### src/rtl/cprof_pkg.sv
package cprof_pkg;
    localparam int unsigned ADDR_W_DEF = 16;
    localparam int unsigned CNT_W_DEF  = 32;

    typedef enum logic {
        WIN_IDLE,
        WIN_TIMING
    } win_state_e;

    typedef enum logic {
        DIV_IDLE,
        DIV_RUN
    } div_state_e;
endpackage

### src/rtl/cprof_window.sv
module cprof_window
    import cprof_pkg::*;
#(
    parameter int unsigned ADDR_W = ADDR_W_DEF,
    parameter int unsigned CNT_W  = CNT_W_DEF
) (
    input  logic              clk,
    input  logic              rst,
    input  logic              pc_valid,
    input  logic [ADDR_W-1:0] pc,
    input  logic [ADDR_W-1:0] start_addr,
    input  logic [ADDR_W-1:0] end_addr,
    output logic              meas_done,
    output logic [CNT_W-1:0]  meas_val
);
    localparam logic [CNT_W-1:0] SAT = {CNT_W{1'b1}};

    win_state_e       state_q;
    logic [CNT_W-1:0] run_q;
    logic [CNT_W-1:0] run_inc;
    logic             start_hit;
    logic             end_hit;

    assign start_hit = pc_valid && (pc == start_addr);
    assign end_hit   = pc_valid && (pc == end_addr);
    assign run_inc   = (run_q == SAT) ? SAT : run_q + 1'b1;

    always_ff @(posedge clk) begin
        if (rst) begin
            state_q   <= WIN_IDLE;
            run_q     <= '0;
            meas_done <= 1'b0;
            meas_val  <= '0;
        end else begin
            meas_done <= 1'b0;
            case (state_q)
                WIN_IDLE: begin
                    if (start_hit) begin
                        state_q <= WIN_TIMING;
                        run_q   <= '0;
                    end
                end
                default: begin
                    if (end_hit) begin
                        meas_done <= 1'b1;
                        meas_val  <= run_inc;
                        state_q   <= WIN_IDLE;
                    end else if (start_hit) begin
                        run_q <= '0;
                    end else begin
                        run_q <= run_inc;
                    end
                end
            endcase
        end
    end

    // a completed measurement needs an open section
    assert_done_needs_timing_R3: assert property (@(posedge clk) disable iff (rst)
        meas_done |-> $past(state_q == WIN_TIMING));

    // a repeated start restarts the count
    assert_restart_R4: assert property (@(posedge clk) disable iff (rst)
        (state_q == WIN_TIMING && start_hit && !end_hit) |=> (run_q == '0));

    // the running count never wraps
    assert_no_wrap_R8: assert property (@(posedge clk) disable iff (rst)
        (state_q == WIN_TIMING && !start_hit && !end_hit) |=> (run_q >= $past(run_q)));
endmodule

### src/rtl/cprof_stats.sv
module cprof_stats
    import cprof_pkg::*;
#(
    parameter int unsigned CNT_W = CNT_W_DEF
) (
    input  logic             clk,
    input  logic             rst,
    input  logic             clr,
    input  logic             meas_done,
    input  logic [CNT_W-1:0] meas_val,
    output logic [CNT_W-1:0] last_q,
    output logic [CNT_W-1:0] min_q,
    output logic [CNT_W-1:0] max_q,
    output logic [CNT_W-1:0] count_q,
    output logic [CNT_W-1:0] total_q,
    output logic             upd_q
);
    localparam logic [CNT_W-1:0] SAT = {CNT_W{1'b1}};

    logic [CNT_W:0] sum;

    assign sum = {1'b0, total_q} + {1'b0, meas_val};

    always_ff @(posedge clk) begin
        if (rst || clr) begin
            last_q  <= '0;
            min_q   <= SAT;
            max_q   <= '0;
            count_q <= '0;
            total_q <= '0;
            upd_q   <= 1'b0;
        end else begin
            upd_q <= meas_done;
            if (meas_done) begin
                last_q  <= meas_val;
                if (meas_val < min_q) min_q <= meas_val;
                if (meas_val > max_q) max_q <= meas_val;
                count_q <= (count_q == SAT) ? SAT : count_q + 1'b1;
                total_q <= sum[CNT_W] ? SAT : sum[CNT_W-1:0];
            end
        end
    end

    // clear empties the statistics
    assert_clear_R1: assert property (@(posedge clk) disable iff (rst)
        clr |=> (count_q == '0 && min_q == SAT && max_q == '0 && total_q == '0));

    // once any measurement exists, min never exceeds max
    assert_min_le_max_R5: assert property (@(posedge clk) disable iff (rst)
        (count_q != '0) |-> (min_q <= max_q));

    // the trigger count moves by at most one per cycle unless cleared
    assert_count_step_R6: assert property (@(posedge clk) disable iff (rst)
        !clr |=> (count_q == $past(count_q) || count_q == $past(count_q) + 1'b1));

    // the sum is never below the latest measurement
    assert_total_ge_last_R8: assert property (@(posedge clk) disable iff (rst)
        total_q >= last_q);
endmodule

### src/rtl/cprof_divider.sv
module cprof_divider
    import cprof_pkg::*;
#(
    parameter int unsigned W = CNT_W_DEF
) (
    input  logic         clk,
    input  logic         rst,
    input  logic         abort,
    input  logic         start,
    input  logic [W-1:0] dividend,
    input  logic [W-1:0] divisor,
    output logic [W-1:0] quotient,
    output logic         done
);
    localparam int unsigned STEP_W = $clog2(W) + 1;
    localparam logic [STEP_W-1:0] LAST_STEP = STEP_W'(W - 1);

    div_state_e        state_q;
    logic [W-1:0]      rem_q;
    logic [W-1:0]      dvs_q;
    logic [STEP_W-1:0] step_q;
    logic [W:0]        trial;
    logic [W:0]        diff;
    logic              fits;

    assign trial = {rem_q, quotient[W-1]};
    assign diff  = trial - {1'b0, dvs_q};
    assign fits  = trial >= {1'b0, dvs_q};

    always_ff @(posedge clk) begin
        if (rst || abort) begin
            state_q  <= DIV_IDLE;
            rem_q    <= '0;
            dvs_q    <= '0;
            step_q   <= '0;
            quotient <= '0;
            done     <= 1'b0;
        end else begin
            done <= 1'b0;
            if (start) begin
                state_q  <= DIV_RUN;
                rem_q    <= '0;
                dvs_q    <= divisor;
                quotient <= dividend;
                step_q   <= '0;
            end else if (state_q == DIV_RUN) begin
                rem_q    <= fits ? diff[W-1:0] : trial[W-1:0];
                quotient <= {quotient[W-2:0], fits};
                step_q   <= step_q + 1'b1;
                if (step_q == LAST_STEP) begin
                    state_q <= DIV_IDLE;
                    done    <= 1'b1;
                end
            end
        end
    end

    // the divider only reports completion at the end of a run
    assert_done_after_run_R7: assert property (@(posedge clk) disable iff (rst)
        done |-> $past(state_q == DIV_RUN));

    // the step counter stays inside one division
    assert_step_bound_R7: assert property (@(posedge clk) disable iff (rst)
        (state_q == DIV_RUN) |-> (step_q <= LAST_STEP));
endmodule

### src/rtl/section_profiler.sv
module section_profiler
    import cprof_pkg::*;
#(
    parameter int unsigned ADDR_W = ADDR_W_DEF,
    parameter int unsigned CNT_W  = CNT_W_DEF
) (
    input  logic              clk,
    input  logic              rst,
    input  logic              pc_valid,
    input  logic [ADDR_W-1:0] pc,
    input  logic [ADDR_W-1:0] start_addr,
    input  logic [ADDR_W-1:0] end_addr,
    input  logic              stats_clr,
    output logic [CNT_W-1:0]  last_cycles,
    output logic [CNT_W-1:0]  min_cycles,
    output logic [CNT_W-1:0]  max_cycles,
    output logic [CNT_W-1:0]  trig_count,
    output logic [CNT_W-1:0]  total_cycles,
    output logic [CNT_W-1:0]  avg_cycles,
    output logic              avg_valid
);
    logic             meas_done;
    logic [CNT_W-1:0] meas_val;
    logic             upd;
    logic [CNT_W-1:0] quo;
    logic             div_done;

    cprof_window #(.ADDR_W(ADDR_W), .CNT_W(CNT_W)) u_window (
        .clk        (clk),
        .rst        (rst),
        .pc_valid   (pc_valid),
        .pc         (pc),
        .start_addr (start_addr),
        .end_addr   (end_addr),
        .meas_done  (meas_done),
        .meas_val   (meas_val)
    );

    cprof_stats #(.CNT_W(CNT_W)) u_stats (
        .clk       (clk),
        .rst       (rst),
        .clr       (stats_clr),
        .meas_done (meas_done),
        .meas_val  (meas_val),
        .last_q    (last_cycles),
        .min_q     (min_cycles),
        .max_q     (max_cycles),
        .count_q   (trig_count),
        .total_q   (total_cycles),
        .upd_q     (upd)
    );

    cprof_divider #(.W(CNT_W)) u_div (
        .clk      (clk),
        .rst      (rst),
        .abort    (stats_clr),
        .start    (upd),
        .dividend (total_cycles),
        .divisor  (trig_count),
        .quotient (quo),
        .done     (div_done)
    );

    always_ff @(posedge clk) begin
        if (rst || stats_clr) begin
            avg_cycles <= '0;
            avg_valid  <= 1'b0;
        end else if (upd) begin
            avg_valid <= 1'b0;
        end else if (div_done) begin
            avg_cycles <= quo;
            avg_valid  <= 1'b1;
        end
    end

    // the mean becomes valid only right after the divider finishes
    assert_valid_after_div_R7: assert property (@(posedge clk) disable iff (rst)
        $rose(avg_valid) |-> $past(div_done));

    // a valid mean implies at least one measurement
    assert_valid_has_count_R7: assert property (@(posedge clk) disable iff (rst)
        avg_valid |-> (trig_count != '0));
endmodule

### config.mk
export PLATFORM = sky130hd
export DESIGN_NAME = section_profiler
export DESIGN_NICKNAME = d
export VERILOG_FILES = /design/src/rtl/cprof_pkg.sv /design/src/rtl/cprof_window.sv /design/src/rtl/cprof_stats.sv /design/src/rtl/cprof_divider.sv /design/src/rtl/section_profiler.sv
export SDC_FILE = /design/constraint.sdc
export NUM_CORES = 1
export LEC_CHECK = 0
export CORE_MARGIN = 4
export CORE_UTILIZATION = 50
export CTS_CLUSTER_SIZE = 28
export DETAILED_ROUTE_END_ITERATION = 7
export DONT_BUFFER_PORTS = 1
export GPL_ROUTABILITY_DRIVEN = 0
export PLACE_DENSITY_LB_ADDON = 0.1
export SYNTH_ARGS = -nofsm -noshare
export SYNTH_HDL_FRONTEND = slang
export SYNTH_SLANG_ARGS = --single-unit
### constraint.sdc
create_clock -name clk -period 8.55 [get_ports clk]
set_clock_uncertainty 0.15 [all_clocks]
set_input_delay 1.2825 -clock clk [delete_from_list [all_inputs] [get_ports clk]]
set_output_delay 1.2825 -clock clk [all_outputs]
set_load 0.05 [all_outputs]
After elaboration in Yosys (flattened, before gate mapping) --
Index checks and enable logic that the tools add are counted.
Operators by class: add/sub/neg operators 5, $lt $le $gt $ge 3, equality and inequality tests 6, mux-type cells 18, bitwise operators 3, reductions and logical operators 13
Operator list (number):
- two-way mux 32 bit | 10
- adder 32 x 1 -> 32 bit, second input constant | 2
- equality test 32 bit, second input constant | 2
- adder 32 x 32 -> 33 bit | 1
- >= comparator 33 x 32 -> 1 bit | 1
- equality test 16 bit | 2
- > comparator 32 bit | 1
- < comparator 32 bit | 1
- subtractor 32 bit | 1
- AND reduction 2 bit | 5
- two-way mux 1 bit | 8
- adder 6 x 1 -> 6 bit, second input constant | 1
- equality test 6 x 5 -> 1 bit, second input constant | 1
- nonzero test 2 bit | 2
- OR reduction 2 bit | 2
- inverter 1 bit | 3
- OR reduction 3 bit | 1
- logical AND 1 bit | 2
- inequality test 2 bit, second input constant | 1
- logical OR 1 bit | 1
Storage, ports and cells: register bits after elaboration 364, input bits 52, output and inout port bits 193, logic and storage cells 66

Longest topological paths before layout --
Gate-level depths: netlist of run 1.
depth in word-level cells 5, depth in mapped cells 13, mapped depth without buffers 13

By module --
A second synthesis of run 1 with hierarchy kept.
Unflattened totals: cell total of the unflattened synthesis 2414, area total of the unflattened synthesis 20305.7 um2
Modules (own cells, without submodules):
- cprof_stats | times used 1, cells each 1040, area each 8979.9 um2, sequential area each 3223.1 um2
- cprof_divider | times used 1, cells each 746, area each 6165.9 um2, sequential area each 2082.0 um2
- cprof_window | times used 1, cells each 483, area each 3955.0 um2, sequential area each 1321.3 um2
- section_profiler | times used 1, cells each 145, area each 1204.9 um2, sequential area each 660.6 um2

Worst setup path before layout of run 1 --
Ideal clock, no wire load.
path type input port to flip-flop, start point in pc[9], end point reg u_window.run_q[4], library setup time 128 ps, arrival time 3070 ps, data required time 8272 ps, path slack 5202 ps, stages on the path 10, buffers on the path 3, cells stage by stage xor2_1 > or4_1 > nor2_1 > nand3_1 > and3_1 > clkbuf_1 > buf_2 > clkbuf_1 > a22oi_1 > nor2_1
Between the ends: word-level cells in the longest chain between the ends 5, elaborated cells on any way between the ends 10, those cells by class eq/ne (3); mux (3); reduce/logical (4)
RTL lines:
- start: declaration | line section_profiler.sv:10 | input logic [ADDR_W-1:0] pc,
- equality test 16 bit | line cprof_window.sv:24 | assign start_hit = pc_valid && (pc == start_addr);
- logical AND 1 bit | line cprof_window.sv:24
- two-way mux 32 bit | line cprof_window.sv:48 | end else if (start_hit) begin
- two-way mux 32 bit | line cprof_window.sv:44 | if (end_hit) begin
- two-way mux 32 bit | line cprof_window.sv:36 | case (state_q)
- end signal: assignment | line cprof_window.sv:51 | run_q <= run_inc;
- end: declaration | line cprof_window.sv:19 | logic [CNT_W-1:0] run_q;
Parallel ways exist; a longest one is shown, timed or not. The select of a mux whose other input is x is not followed. A chain may end at the register's enable or synchronous reset.

Final worst setup path of run 1 --
start point reg u_stats.count_q[13], end point reg u_stats.count_q[29]
Between the ends: word-level cells in the longest chain between the ends 2, elaborated cells on any way between the ends 3, those cells by class add/sub (1); eq/ne (1); mux (1)
RTL lines:
- start: declaration | line cprof_stats.sv:14 | output logic [CNT_W-1:0] count_q,
- start signal: assignment | line cprof_stats.sv:38 | count_q <= (count_q == SAT) ? SAT : count_q + 1'b1;
- adder 32 x 1 -> 32 bit or equality test 32 bit (tied branches) | line cprof_stats.sv:38
- two-way mux 32 bit * | line cprof_stats.sv:38
Mark *: on every way between the ends. The rest lies on a longest branch, timed or not.

==> flow_metrics.py, run 1 <==
metrics = {
    "status": {
        "status": "finished clean",
    },
    "finish": {
        "diodes": 0,
        "drive_above_1_share_pct": 5.05,
        "final_cell_mix": "361 x dfxtp_1, 260 x nor2_1, 232 x a21oi_1",
        "final_cell_count_no_fill": 2807,
        "fill_cells": 3535,
        "final_area_mm2": 0.0211,
        "layout_commonest_cell": "dfxtp_1",
        "final_nets": 2449,
        "syn2layout_area_growth_pct": 8.63,
    },
    "sta": {
        "setup_tns_ps": 0,
        "rsz0062_at_grt": "no",
        "fin_crit_sh_pct": 48.3,
        "final_max_slew_viol_count": 0,
        "setup_violations": 0,
        "max_freq_ghz": 0.242,
        "hold_viol": 0,
        "max_slew_margin_pct": 17.2,
        "setup_ws_ps": 4420,
        "tightest_slew_ps": 1240,
        "fin_crit_ps": 4130,
    },
    "yosys": {
        "yosys_warnings": 0,
        "synth_flop_cell": "dfxtp_1",
        "synth_edf_count": 0,
        "syn_nets": 2515,
        "synth_seq_area_share_pct": 37.6,
        "yosysUniqueCellTypes": 77,
        "synthCells": 2331,
        "synth_area_leaders": "dfxtp_1 38%, ha_1 8.4%, mux2i_1 6.2%, a21oi_1 6.0%, nor2_1 5.1%",
        "synth_top_area_share_pct": 37.6,
        "syn_avg_cell_area_um2": 8.32,
        "synth_largest_area_cell": "dfxtp_1",
        "synth-async-reset-ratio_pct": 0,
        "synth.ff_latch_count": 364,
        "netlist_area_mm2": 0.0194,
    },
    "critical_path": {
        "worstPathArrival_ps": 4440,
        "worstSetupEndpointType": "register",
        "crit_path_cell_trace": "and3_1, and3_1, nand3_1, nor3_1, and2_1, nand3_1, and2_1, a211oi_1",
        "slowest_delay_ps": 850,
        "critPathLaunchType": "register",
        "critPathSlowestCell": "nand3_1",
        "crit_family": "simple AND/OR/NAND/NOR gates",
        "crit_path_max_fanout": 25,
        "worst_ep_required_time_ps": 8870,
        "crit_type": "register to register",
        "worst-path-buf-inv": 0,
    },
    "clocking": {
        "cts_buffers": 40,
        "clkTransAtPathRegs_ps": 60,
        "cts_sinks": 364,
        "ctsResizeCount": 0,
        "cts_hold_buffers": 0,
        "clockBufferDepth": 3,
        "cts-root-buf": "clkbuf_16",
        "cts_setup_buffers": 0,
        "h-tree-depth": 2,
        "cts_tree": "yes",
        "clk_latency_ps": 560,
    },
    "global_routing": {
        "gr-total-overflow": 0,
        "grt_pass1_wl_um": 87400,
        "grt.total_usage_pct": 25.7,
        "grt_pass1_vias": 15400,
        "antenna_found_initial": 0,
        "grt_start_max_net_pins": 97,
    },
    "floorplan": {
        "placementRows": 71,
        "die_w_um": 205,
        "ios": 245,
        "die-area_mm2": 0.0420,
        "core_mm2": 0.0379,
        "die_h_um": 205,
        "initial_core_util_pct": 51.1,
    },
    "placement": {
        "dp.cells": 2734,
        "portBuffers": 0,
        "preCtsSetupSlack_ps": 4410,
        "placed_cell_area_mm2": 0.0197,
        "dp_hpwl_um": 39000,
    },
    "route": {
        "drt.antenna.violating_nets": 0,
        "first_iter_violations": 1160,
        "postRouteWirelength_um": 55500,
        "wl_per_cell_um": 19.8,
        "firstDrtPassIters": 5,
        "vias": 16500,
        "drc_errors": 0,
        "vias_per_cell": 5.88,
    },
    "pwr": {
        "power_mw": 3.53,
        "ir_drop_mv": 0.137,
        "p_per_area_mw_per_mm2": 168,
        "p_leak_nw": 8.25,
    },
    "flow_run": {
        "max-cap-violations": 0,
    },
    "min_path": {
        "worstHoldPathType": "register to register",
    },
}
path summary, 6_finish.rpt:
| kind | from | to | slack, ps | depth (start not counted) |
|---|---|---|---|---|
| max | u_stats.count_q[13] | u_stats.count_q[29] | 4420 | 8 |
| min | u_div.quotient[23] | avg_cycles[23] | 330 | 2 |
| max reg2reg | u_stats.count_q[13] | u_stats.count_q[29] | 4420 | 8 |
| min reg2reg | u_div.quotient[23] | avg_cycles[23] | 330 | 2 |
tightest hold or removal path, delay by kind of cell, from the launching register on:
| kind | cells | cell delay [ps] |
|---|---|---|
| and+or+nand+nor | 1 | 60 |
| AOI/OAI and AO/OA | 1 | 50 |
| DFF | 1 | 320 |
cell families after synthesis:
| group | share of synthesized area [%] |
|---|---|
| multiplexers | 6.19 |
| AO/OA/AOI/OAI | 19.8 |
| buffers and inverters | 4.86 |
| XOR/XNOR | 5.87 |
| AND/OR/NAND/NOR | 17.1 |
| adder cells (fa/ha/maj) | 8.59 |
| flip-flops | 37.6 |
routing by layer:
layer	GRT usage (%)	wire (µm)	up-vias
met5	0	0	-
met4	7.34	1480	0
met3	5.83	3690	91
met2	40.2	24500	449
met1	35.8	25800	7825
li1	-	-	8135
sequential cells by signal (all words and copies together), names as in the netlist:
name / count
avg_cycles: 32
u_div.step_q: 6
u_stats.count_q: 32
u_div.quotient: 32
u_stats.max_q: 32
u_stats.upd_q: 1
u_stats.min_q: 32
u_window.meas_val: 32
avg_valid: 1
u_window.state_q: 1
u_div.state_q: 1
u_stats.total_q: 32
u_div.rem_q: 32
u_window.run_q: 32
u_div.dvs_q: 32
u_div.done: 1
u_window.meas_done: 1
u_stats.last_q: 32
cell usage after synthesis (13+ instances only):
cell,number
dfxtp_1,364
nor2_1,262
a21oi_1,233
nand2_1,192
ha_1,130
inv_1,121
mux2i_1,120
o21ai_0,119
clkbuf_1,86
nand3_1,78
xor2_1,72
xnor2_1,58
a21o_1,45
o211ai_1,40
nor3_1,35
o31ai_1,35
nand4_1,33
and3_1,30
a31oi_1,25
nor2b_1,23
a22oi_1,22
buf_1,17
buf_2,17
a211oi_1,13
metrics by stage:
step | hold slack (ps) | util (%)
after CTS | 323 | 55.6
final | 325 | 55.6
after floorplan | 293 | -
after global routing | 350 | 55.6
after global placement | 306 | 52.0
after detailed placement | 314 | 52.0
where the power goes:
part,leakage [nW],switching (mW),internal [mW]
clock network,0.672,0.708,1.08
logic,4.65,0.0355,0.0133
registers,2.93,0.000000294,1.69
total,8.25,0.743,2.79
layout make-up:
type,instances,area (µm²),area share [%]
multi-input combinational,1723,11200,53.2
sequential,364,7300,34.6
clock buffer,58,1180,5.60
tap,511,639,3.03
inverter,122,458,2.17
clock inverter,15,188,0.891
timing repair buffer,14,105,0.499
(Power assumes the default switching activity.)
==> run 2: changes to the inputs <==
- ABC_AREA: unset -> 1
- clock period: 8.55 -> 4 ns (I/O delays scaled with it)
==> run 2 against run 1 <==
Utilization rose by 0.43 points. Flip-flop and latch count did not move. Area after synthesis rose by 11%. Sequential power rose by 110%. Non-clock buffer count rose by 79. Sequential share of layout area fell by 3.8 points. Clock power rose by 100%. First-iteration DRC count rose by 53%. Critical path type unchanged.
==> flow_metrics.py, run 2 <==
metrics = {
    "status": {
        "status": "finished clean",
    },
    "yosys": {
        "yosysUniqueCellTypes": 54,
        "synth.ff_latch_count": 364,
        "synth_edf_count": 0,
        "synth_top_area_share_pct": 33.9,
        "synth_seq_area_share_pct": 33.9,
        "synth.most_common_cell": "nand2_1",
        "yosys_warnings": 0,
        "synth_area_leaders": "dfxtp_1 34%, nand2_1 12%, a21oi_1 7.7%, ha_1 7.6%, inv_1 7.5%",
        "synth_largest_area_cell": "dfxtp_1",
        "syn_nets": 3358,
        "synth_flop_cell": "dfxtp_1",
        "synth-async-reset-ratio_pct": 0,
        "netlist_area_mm2": 0.0215,
        "synthCells": 3174,
        "synth_common_cells": "700 x nand2_1, 430 x inv_1, 364 x dfxtp_1",
        "syn_avg_cell_area_um2": 6.78,
    },
    "critical_path": {
        "crit_path_max_fanout": 13,
        "timing.rr.end": "u_stats.total_q[18]",
        "critPathLaunchType": "register",
        "reg2reg_depth": 13,
        "crit_type": "register to register",
        "r2r_start": "u_stats.total_q[0]",
        "worst_ep_required_time_ps": 4280,
        "r2r_setup_slack_ps": 770,
        "worstSetupEndpointType": "register",
        "worstPathArrival_ps": 3520,
    },
    "sta": {
        "tightest_slew_ps": 1270,
        "max_freq_ghz": 0.309,
        "hold_viol": 0,
        "setup_tns_ps": 0,
        "rsz0062_at_grt": "no",
        "fin_crit_ps": 3230,
        "setup_ws_ps": 767,
        "setup_violations": 0,
        "fin_crit_sh_pct": 80.8,
        "max_slew_margin_pct": 15.6,
        "final_max_slew_viol_count": 0,
    },
    "global_routing": {
        "grt_start_max_net_pins": 106,
        "grt_pass1_vias": 19100,
        "antenna_found_initial": 0,
        "grt.total_usage_pct": 27.5,
        "gr-total-overflow": 0,
        "grt_pass1_wl_um": 105000,
    },
    "route": {
        "firstDrtPassIters": 6,
        "wl_per_cell_um": 17.8,
        "first_iter_violations": 1776,
        "vias": 20900,
        "drt.antenna.violating_nets": 0,
        "drc_errors": 0,
        "postRouteWirelength_um": 66900,
        "vias_per_cell": 5.58,
    },
    "floorplan": {
        "die_h_um": 215,
        "placementRows": 75,
        "ios": 245,
        "die_w_um": 215,
        "die-area_mm2": 0.0464,
        "core_mm2": 0.0422,
        "initial_core_util_pct": 51.0,
    },
    "clocking": {
        "clkTransAtPathRegs_ps": 60,
        "cts_setup_buffers": 0,
        "cts_sinks": 364,
        "cts_buffers": 40,
        "h-tree-depth": 2,
        "cts_tree": "yes",
        "clk_latency_ps": 570,
        "clockBufferDepth": 3,
        "cts-root-buf": "clkbuf_16",
    },
    "finish": {
        "diodes": 0,
        "drive_above_1_share_pct": 6.73,
        "syn2layout_area_growth_pct": 9.84,
        "layout_commonest_cell": "nand2_1",
        "final_cell_mix": "699 x nand2_1, 429 x inv_1, 363 x dfxtp_1",
        "final_nets": 3365,
        "fin_util_pct": 56.0,
    },
    "pwr": {
        "ir_drop_mv": 0.316,
        "power_mw": 7.39,
        "p_leak_nw": 10.6,
        "p_per_area_mw_per_mm2": 313,
    },
    "placement": {
        "portBuffers": 0,
        "preCtsSetupSlack_ps": 792,
        "dp_hpwl_um": 50100,
    },
    "min_path": {
        "worstHoldPathCells": 2,
        "holdPathEnd": "u_window.meas_done",
        "min_from": "rst",
        "worstHoldPathType": "primary input to register",
    },
    "flow_run": {
        "max-cap-violations": 0,
    },
}
## run 2: changes by cell type in the layout (fill, tap and decap cells not counted), sizes merged, moves of 38 or more
cell    previous run  this run
o211ai            40         2
buf               14        93
nand3             78       250
mux2i            120         0
a21oi            233       341
nand2            193       707
inv              124       435
xor2              72        30
o21ai            124       229
## run 2: what timing repair did
item / CTS / global route
hold endpoints to repair: 51 / 0
resized for setup: 0 / 0
hold buffers: 1 / 0
## run 2: critical path: stages (launching register included)
cell and delay [ps]:
dfxtp_1 500, ha_1 330, fa_1 400, nand3_1 90, nand2_1 120, nand2_1 90
nand2_1 90, nand2_1 70, nand2_1 100, nand3b_1 100, nand2_1 230, inv_1 480
buf_4 250, a31oi_1 90
## run 2: worst max path at each step
stage	start	to	slack (ps)	cells after the start
final	u_stats.total_q[0]	u_stats.total_q[18]	770	13
after global routing	u_stats.total_q[0]	u_stats.total_q[20]	510	13
after CTS	u_stats.total_q[0]	u_stats.total_q[18]	770	13
after detailed placement	u_stats.total_q[0]	u_stats.total_q[14]	790	13
after global placement	u_stats.total_q[0]	u_stats.total_q[18]	880	13
after floorplan	u_stats.total_q[0]	u_stats.total_q[18]	1620	13
## run 2: cells by family after synthesis
family / synth area share [%]
AO/OA/AOI/OAI: 16.9
AND/OR/NAND/NOR: 27.8
XOR/XNOR: 3.13
adder cells (fa/ha/maj): 7.74
flip-flops: 33.9
buffers and inverters: 10.6
## run 2: power breakdown
group	internal [mW]	total [mW]	switching, mW
logic	0.0418	0.143	0.101
clock network	2.08	3.63	1.55
registers	3.62	3.62	0.00000156
total	5.75	7.39	1.65
## run 2: per-layer routing
metal / track usage, % / share of wire, %
met4: 10.8 / 4.0
met3: 4.59 / 7.4
met1: 37.3 / 44
met2: 44.2 / 44
met5: 0 / 0
## run 2: stage by stage
step                instance area [µm²]  std cells  hold slack (ps)
floorplan                         21500       3174              279
global placement                  22300       3677              304
detailed placement                22300       3677              308
CTS                               23600       3750              203
global route                      23600       3750              225
finish                            23600       3750              222
## run 2: final cells by class
cell class	count	area, µm²
flip-flops and latches	364	7290
clock buffers	62	1210
inverters	439	1650
fillers	4135	18600
clock inverters	10	72.6
well taps	539	674
multi-input cells	2243	12000
repair buffers	93	756
